`src/rtl/ccp_pkg.sv`:
```
package ccp_pkg;
  // Strobes from frame control to the register datapath
  typedef struct packed {
    logic latchStrap;  // first select fall: capture strap levels
    logic shiftIn;     // one serial bit sampled
    logic hdrDone;     // last instruction bit sampled
    logic loadRead;    // load readback shifter
    logic commitWr;    // last data bit of a write sampled
    logic shiftOut;    // advance readback shifter
    logic serBit;      // synchronised data pin level
    logic sclkLvl;     // synchronised clock pin level
  } ccp_strobe_t;
endpackage

```
`src/rtl/ccp_ctrl.sv`:
```
module ccp_ctrl #(
  parameter int ADDR_W      = 15,
  parameter int DATA_W      = 8,
  parameter int SYNC_STAGES = 2
) (
  input  logic                clk,
  input  logic                rstN,
  input  logic                csN,
  input  logic                sclk,
  input  logic                sdioIn,
  output ccp_pkg::ccp_strobe_t strb,
  output logic                serialMode,
  output logic                sdioOe
);
  localparam int INSTR_W = ADDR_W + 1;
  localparam int FRAME_W = INSTR_W + DATA_W;
  localparam int CNT_W   = $clog2(FRAME_W + 1);
  localparam logic [CNT_W-1:0] CNT_FULL = CNT_W'(FRAME_W);
  localparam logic [CNT_W-1:0] CNT_LAST = CNT_W'(FRAME_W - 1);
  localparam logic [CNT_W-1:0] CNT_HDR  = CNT_W'(INSTR_W - 1);
  localparam logic [CNT_W-1:0] CNT_DATA = CNT_W'(INSTR_W);

  logic [SYNC_STAGES-1:0] csSh, ckSh, dSh;
  logic csS, ckS, dS, csPrev, ckPrev;
  logic csFall, sclkRise, sclkFall, inFrame;
  logic [CNT_W-1:0] bitCnt;
  logic rdFlag;

  always_ff @(posedge clk or negedge rstN) begin
    if (!rstN) begin
      csSh   <= '1;
      ckSh   <= '0;
      dSh    <= '0;
      csPrev <= 1'b1;
      ckPrev <= 1'b0;
    end else begin
      csSh   <= {csSh[SYNC_STAGES-2:0], csN};
      ckSh   <= {ckSh[SYNC_STAGES-2:0], sclk};
      dSh    <= {dSh[SYNC_STAGES-2:0], sdioIn};
      csPrev <= csS;
      ckPrev <= ckS;
    end
  end

  assign csS = csSh[SYNC_STAGES-1];
  assign ckS = ckSh[SYNC_STAGES-1];
  assign dS  = dSh[SYNC_STAGES-1];

  always_comb begin
    csFall   = csPrev & ~csS;
    sclkRise = ckS & ~ckPrev;
    sclkFall = ~ckS & ckPrev;
    inFrame  = serialMode & ~csS;
    strb.latchStrap = csFall & ~serialMode;
    strb.shiftIn    = inFrame & sclkRise & (bitCnt < CNT_FULL);
    strb.hdrDone    = strb.shiftIn & (bitCnt == CNT_HDR);
    strb.loadRead   = strb.hdrDone & rdFlag;
    strb.commitWr   = strb.shiftIn & (bitCnt == CNT_LAST) & ~rdFlag;
    strb.shiftOut   = inFrame & sclkFall & rdFlag & sdioOe;
    strb.serBit     = dS;
    strb.sclkLvl    = ckS;
  end

  always_ff @(posedge clk or negedge rstN) begin
    if (!rstN) begin
      serialMode <= 1'b0;
      bitCnt     <= '0;
      rdFlag     <= 1'b0;
      sdioOe     <= 1'b0;
    end else begin
      if (csFall) begin
        serialMode <= 1'b1;
        bitCnt     <= '0;
        rdFlag     <= 1'b0;
      end else if (strb.shiftIn) begin
        bitCnt <= bitCnt + 1'b1;
        if (bitCnt == '0) rdFlag <= dS;
      end
      if (csS)
        sdioOe <= 1'b0;
      else if (inFrame & sclkFall & rdFlag & (bitCnt >= CNT_DATA))
        sdioOe <= 1'b1;
    end
  end
endmodule

```
`src/rtl/ccp_regs.sv`:
```
module ccp_regs #(
  parameter int              ADDR_W   = 15,
  parameter int              DATA_W   = 8,
  parameter logic [ADDR_W-1:0] ADDR_MODE = 15'h0005,
  parameter logic [ADDR_W-1:0] ADDR_CLK  = 15'h0006,
  parameter logic [ADDR_W-1:0] ADDR_FMT  = 15'h0011
) (
  input  logic                 clk,
  input  logic                 rstN,
  input  ccp_pkg::ccp_strobe_t strb,
  input  logic                 serialMode,
  output logic                 sdioOut,
  output logic [1:0]           opMode,
  output logic                 clkDivEn,
  output logic                 dcsEn,
  output logic                 digReset,
  output logic                 lvdsSel,
  output logic                 busSwap,
  output logic [1:0]           dataFmt
);
  localparam int B_RST  = 7;
  localparam int B_DIV  = 3;
  localparam int B_DCS  = 0;
  localparam int B_LVDS = 3;
  localparam int B_SWAP = 2;

  logic [ADDR_W-2:0] inShift;
  logic [ADDR_W-1:0] addrQ, newAddr;
  logic [DATA_W-1:0] newWord, outShift;
  logic       rstBit, divQ, dcsQ, lvdsQ, swapQ, strapLvds;
  logic [1:0] modeQ, fmtQ, strapFmt;

  assign newAddr = {inShift, strb.serBit};
  assign newWord = {inShift[DATA_W-2:0], strb.serBit};

  function automatic logic [DATA_W-1:0] readMux(input logic [ADDR_W-1:0] a);
    logic [DATA_W-1:0] v;
    v = '0;
    if (a == ADDR_MODE) begin
      v[B_RST] = rstBit;
      v[1:0]   = modeQ;
    end else if (a == ADDR_CLK) begin
      v[B_DIV] = divQ;
      v[B_DCS] = dcsQ;
    end else if (a == ADDR_FMT) begin
      v[B_LVDS] = lvdsQ;
      v[B_SWAP] = swapQ;
      v[1:0]    = fmtQ;
    end
    return v;
  endfunction

  // Serial shifters
  always_ff @(posedge clk or negedge rstN) begin
    if (!rstN) begin
      inShift  <= '0;
      addrQ    <= '0;
      outShift <= '0;
    end else begin
      if (strb.shiftIn)  inShift  <= newAddr[ADDR_W-2:0];
      if (strb.hdrDone)  addrQ    <= newAddr;
      if (strb.loadRead) outShift <= readMux(newAddr);
      else if (strb.shiftOut) outShift <= {outShift[DATA_W-2:0], 1'b0};
    end
  end

  // Register file
  always_ff @(posedge clk or negedge rstN) begin
    if (!rstN) begin
      rstBit <= 1'b0; modeQ <= 2'b00; divQ <= 1'b0; dcsQ <= 1'b1;
      lvdsQ <= 1'b0; swapQ <= 1'b0; fmtQ <= 2'b00;
      strapLvds <= 1'b0; strapFmt <= 2'b00;
    end else if (rstBit) begin
      rstBit <= 1'b0; modeQ <= 2'b00; divQ <= 1'b0; dcsQ <= 1'b1;
      lvdsQ <= strapLvds; swapQ <= 1'b0; fmtQ <= strapFmt;
    end else if (strb.latchStrap) begin
      strapLvds <= strb.serBit;
      strapFmt  <= {1'b0, strb.sclkLvl};
      lvdsQ     <= strb.serBit;
      fmtQ      <= {1'b0, strb.sclkLvl};
    end else if (strb.commitWr) begin
      if (addrQ == ADDR_MODE) begin
        if (newWord[B_RST]) rstBit <= 1'b1;
        else                modeQ  <= newWord[1:0];
      end else if (addrQ == ADDR_CLK) begin
        divQ <= newWord[B_DIV];
        dcsQ <= newWord[B_DCS];
      end else if (addrQ == ADDR_FMT) begin
        lvdsQ <= newWord[B_LVDS];
        swapQ <= newWord[B_SWAP];
        fmtQ  <= newWord[1:0];
      end
    end
  end

  assign sdioOut  = outShift[DATA_W-1];
  assign opMode   = modeQ;
  assign clkDivEn = divQ;
  assign dcsEn    = dcsQ;
  assign digReset = rstBit;
  assign busSwap  = swapQ;
  assign lvdsSel  = serialMode ? lvdsQ : strb.serBit;
  assign dataFmt  = serialMode ? fmtQ : {1'b0, strb.sclkLvl};
endmodule

```
`src/rtl/conv_ctl_port.sv`:
```
module conv_ctl_port #(
  parameter int ADDR_W      = 15,
  parameter int DATA_W      = 8,
  parameter int SYNC_STAGES = 2
) (
  input  logic       clk,
  input  logic       rstN,
  input  logic       csN,
  input  logic       sclk,
  input  logic       sdioIn,
  output logic       sdioOut,
  output logic       sdioOe,
  output logic       serialMode,
  output logic [1:0] opMode,
  output logic       clkDivEn,
  output logic       dcsEn,
  output logic       digReset,
  output logic       lvdsSel,
  output logic       busSwap,
  output logic [1:0] dataFmt
);
  ccp_pkg::ccp_strobe_t strb;

  ccp_ctrl #(.ADDR_W(ADDR_W), .DATA_W(DATA_W), .SYNC_STAGES(SYNC_STAGES)) u_ctrl (
    .clk(clk), .rstN(rstN), .csN(csN), .sclk(sclk), .sdioIn(sdioIn),
    .strb(strb), .serialMode(serialMode), .sdioOe(sdioOe)
  );

  ccp_regs #(.ADDR_W(ADDR_W), .DATA_W(DATA_W)) u_regs (
    .clk(clk), .rstN(rstN), .strb(strb), .serialMode(serialMode),
    .sdioOut(sdioOut), .opMode(opMode), .clkDivEn(clkDivEn), .dcsEn(dcsEn),
    .digReset(digReset), .lvdsSel(lvdsSel), .busSwap(busSwap), .dataFmt(dataFmt)
  );
endmodule

```
`config.mk`:
```
export PLATFORM = sky130hd
export DESIGN_NAME = conv_ctl_port
export DESIGN_NICKNAME = d
export VERILOG_FILES = /design/src/rtl/ccp_pkg.sv /design/src/rtl/ccp_ctrl.sv /design/src/rtl/ccp_regs.sv /design/src/rtl/conv_ctl_port.sv
export SDC_FILE = /design/constraint.sdc
export NUM_CORES = 1
export LEC_CHECK = 0
export BUFFER_PORTS_ARGS = -buffer_cell sky130_fd_sc_hd__buf_2
export CORE_MARGIN = 8
export CORE_UTILIZATION = 51
export CTS_BUF_LIST = sky130_fd_sc_hd__clkbuf_4
export DETAILED_ROUTE_END_ITERATION = 8
export GPL_ROUTABILITY_DRIVEN = 0
export PLACE_DENSITY = 0.79
export SLEW_MARGIN = 10
export SYNTH_ARGS = -nofsm -noshare
export SYNTH_HDL_FRONTEND = slang
export SYNTH_HIERARCHICAL = 1
export SYNTH_SLANG_ARGS = --single-unit
```
`constraint.sdc`:
```
create_clock -name clk -period 3 [get_ports clk]
set_clock_uncertainty 0.15 [all_clocks]
set_input_delay 0.45 -clock clk [delete_from_list [all_inputs] [get_ports clk]]
set_output_delay 0.45 -clock clk [all_outputs]
set_load 0.05 [all_outputs]
```
==> results.cfg <==
[clock_tree]
cts_buffers = 9
clk_latency_ns = 0.40
clkTransAtPathRegs_ns = 0.11
post_cts_buffers = 0
clock_path_buffers = 2
cts.sinks = 64
htreeDepth = 3
clock-root-buffer = clkbuf_4
cts_tree = built

[outcome]
status = completed

[finish]
multi_input_area_um2 = 1261
drive_above_1_share_pct = 32.94
antenna_cells = 0
instances_no_fill = 327
finish.instance_area_um2 = 3258
register_area_um2 = 1607
nets = 258
area_delta_synth_final_pct = 11.04
nFillCells = 465

[worst_hold_path]
hp-class = flip-flop to flip-flop
hold_end = u_ctrl/csSh[1]
holdPathStages = 0
worstHoldStart = u_ctrl/csSh[0]

[setup_path]
worstReg2RegEnd = u_regs/clkDivEn
start_kind = flip-flop
critical-path-max-stage-delay_ns = 0.55
crit_path_top_delay_cell = dfrtp_1
path_buf_inv = 0
cp_cell_sequence = nand4bb_4, nor2_1, nor4b_2, nor4b_2, nand4_4, nor4b_2, mux2i_1
path_class = flip-flop to flip-flop
critical-path-top-delay-family = simple AND/OR/NAND/NOR gates
r2r-start = u_ctrl/serialMode
endpoint_kind = flip-flop
cpMostUsedCell = nor4b_2
required_ns = 3.16
crit_arrival_ns = 2.75
r2r_cells = 7
crit_fanout = 10
reg2reg_slack_ns = 0.41

[power_and_ir_drop]
ir_drop_uv = 387.2
p_leak_nw = 1.493
powerDensity_nw_per_um2 = 558.5

[global_routing]
overflow = 0
antenna_found_initial = 0
grt_max_degree = 34
grt_pass1_wl_um = 9328
grt_pass1_vias = 1880
grt_usage_pct = 14.03

[routing]
drt_wl_total_um = 5557
viasPerCell = 5.728
drc = 0
dr.pass1.iters = 4
post_drt_wl_per_cell_um = 16.99
drt_iter0_drc = 105
via_count = 1873
ant_nets = 0

[synth]
netlist_area_um2 = 2934
yosysUniqueCellTypes = 52
avgSynthCellArea_um2 = 13.04
synth-edff-count = 0
synth_seq_cells = 64
syn-num-nets = 233
ys.flop_type = dfrtp_1
ys_seq_area_share_pct = 54.75
yosysWarnings = 6
netlist_instances = 225
synth_area_leaders = dfrtp_1 (51%), mux2_2 (12%), mux2i_1 (4.8%)
synth_top_area_share_pct = 51.17
synthArstFlopShare_pct = 100.0
yosys.area.top_type = dfrtp_1

[floorplanning]
pin_count = 17
die_width_um = 91.85
initial_core_util_pct = 52.96
fp.coreArea_um2 = 5540
rows = 27
die_h_um = 91.85
die_area_um2 = 8436

[sta]
setup_viol = 0
drv_slew = 0
setup_tns_ns = 0
slew_headroom_pct = 39.68
period_minus_slack_ns = 2.593
hold_violations = 0
worstMarginPinSlew_ns = 0.9048
period_share_pct = 86.43
rsz0062_at_grt = no
max_freq_mhz = 385.7

[place]
dpl.hpwl_um = 3863
placed_area_um2 = 3088
port_buffers = 16
place_inst = 307

[job]
maxCapViolCount = 0
## state kept, by name, indices dropped and copies added (netlist names), 2 cells and up
register and cells:
u_ctrl/bitCnt 5, u_ctrl/ckSh 2, u_ctrl/csSh 2, u_ctrl/dSh 2, u_regs/addrQ 15, u_regs/fmtQ 2, u_regs/inShift 14, u_regs/opMode 2
u_regs/outShift 8
## report_power, final
part           switching, W  leakage (nW)  internal, W  total (W)
clock network      0.000291        0.0757     0.000265   0.000557
registers         0.0000970         0.844     0.000932    0.00103
logic              0.000121         0.573     0.000112   0.000233
## cells in the mapped netlist (all sizes together) (4+ instances only)
library cell / n
nand2b: 7
nand2: 11
nor2: 11
clkbuf: 7
nor4: 5
nor2b: 4
a21oi: 6
o21ai: 5
mux2: 31
dfrtp: 60
dfstp: 4
nor3b: 4
inv: 4
mux2i: 14
nand3: 4
## area by class of cell
type / count / area share (%)
clock buffer: 11 / 2.535
clock inverter: 5 / 1.459
inverter: 4 / 0.4608
multi-input combinational: 148 / 38.71
sequential: 64 / 49.31
tap: 72 / 2.765
timing repair buffer: 23 / 4.762
## worst reg2reg max path, stage by stage, from the launching register on
cell and delay (ns):
dfrtp_1 0.55, nand4bb_4 0.19, nor2_1 0.14, nor4b_2 0.19, nor4b_2 0.43, nand4_4 0.20
nor4b_2 0.41, mux2i_1 0.24
## how the worst max path moves through the flow
| stage | from | endpoint | slack, ns | cells past startpoint |
|---|---|---|---|---|
| 4_1_cts | u_ctrl/serialMode | u_regs/clkDivEn | 0.41 | 7 |
| 3_5_place_dp | u_ctrl/serialMode | u_regs/clkDivEn | 0.43 | 7 |
| 2_1_floorplan | u_ctrl/serialMode | u_regs/busSwap | 0.41 | 7 |
| 5_1_grt | u_ctrl/serialMode | u_regs/lvdsQ | 0.24 | 7 |
| 6_report | u_ctrl/serialMode | u_regs/clkDivEn | 0.41 | 7 |
| 3_3_place_gp | u_ctrl/serialMode | u_regs/busSwap | 0.56 | 7 |
## stage by stage
step                      setup WS, ns  hold WS [ns]  power (W)  utilization (%)
after CTS                       0.4086        0.2032   0.001839            58.81
after floorplan                 0.4085      0.004409   0.001181                -
final                           0.4071        0.1926   0.001820            58.81
after global routing            0.2380        0.2028   0.001911            58.81
after detailed placement        0.4344        0.1933   0.001275            55.74
after global placement          0.5594        0.1884   0.001266            55.74
## cells in the final DEF, fill, tap and decap left out, types with 2 or more instances in the layout
master         netlist  routed
o21a_1               2       2
and3_1               3       3
dfstp_2              4       4
nand2_1             11      11
nand4bb_1            2       2
ha_1                 3       3
a22o_1               2       2
clkbuf_4             0      11
mux2_2              31      31
nor4_1               3       3
dfrtp_1             60      60
nor3b_1              3       3
nor3_1               3       3
nor2b_1              4       4
a21oi_1              5       5
and2_1               2       2
o22ai_1              3       3
clkinv_1             0       2
nand4b_1             2       2
buf_4                2       2
inv_1                3       3
mux2i_1             14      14
nand3_1              4       4
nor2_1              11      11
dlygate4sd3_1        0       4
clkinv_2             0       2
o21ai_0              3       3
o21ai_1              2       2
buf_2                0      16
nor4bb_1             3       3
o311ai_1             2       2
nand2b_1             6       6
nor4b_2              3       3
## layer usage
layer  part of all wire (%)  up-vias  track usage (%)  routed length [um]
met5                      0        -                0                   0
met3                    4.5       12            3.993                 251
met4                    2.1        0            8.456                 115
met2                     46       42            20.98                2581
met1                     47      933            17.67                2609
li1                       -      886                -                   -
## repair_timing
item                      4_1_cts  5_1_grt
hold endpoints to repair       33        0
resized for setup               0        0
hold buffers                    4        0
## logic make-up after synthesis
family	share of synthesized area (%)
AO/OA/AOI/OAI	7.122
adder cells (fa/ha/maj)	1.279
buffers and inverters	2.260
multiplexers	16.67
AND/OR/NAND/NOR	17.91
flip-flops	54.75
No activity file was read; power rests on OpenSTA's default activity.
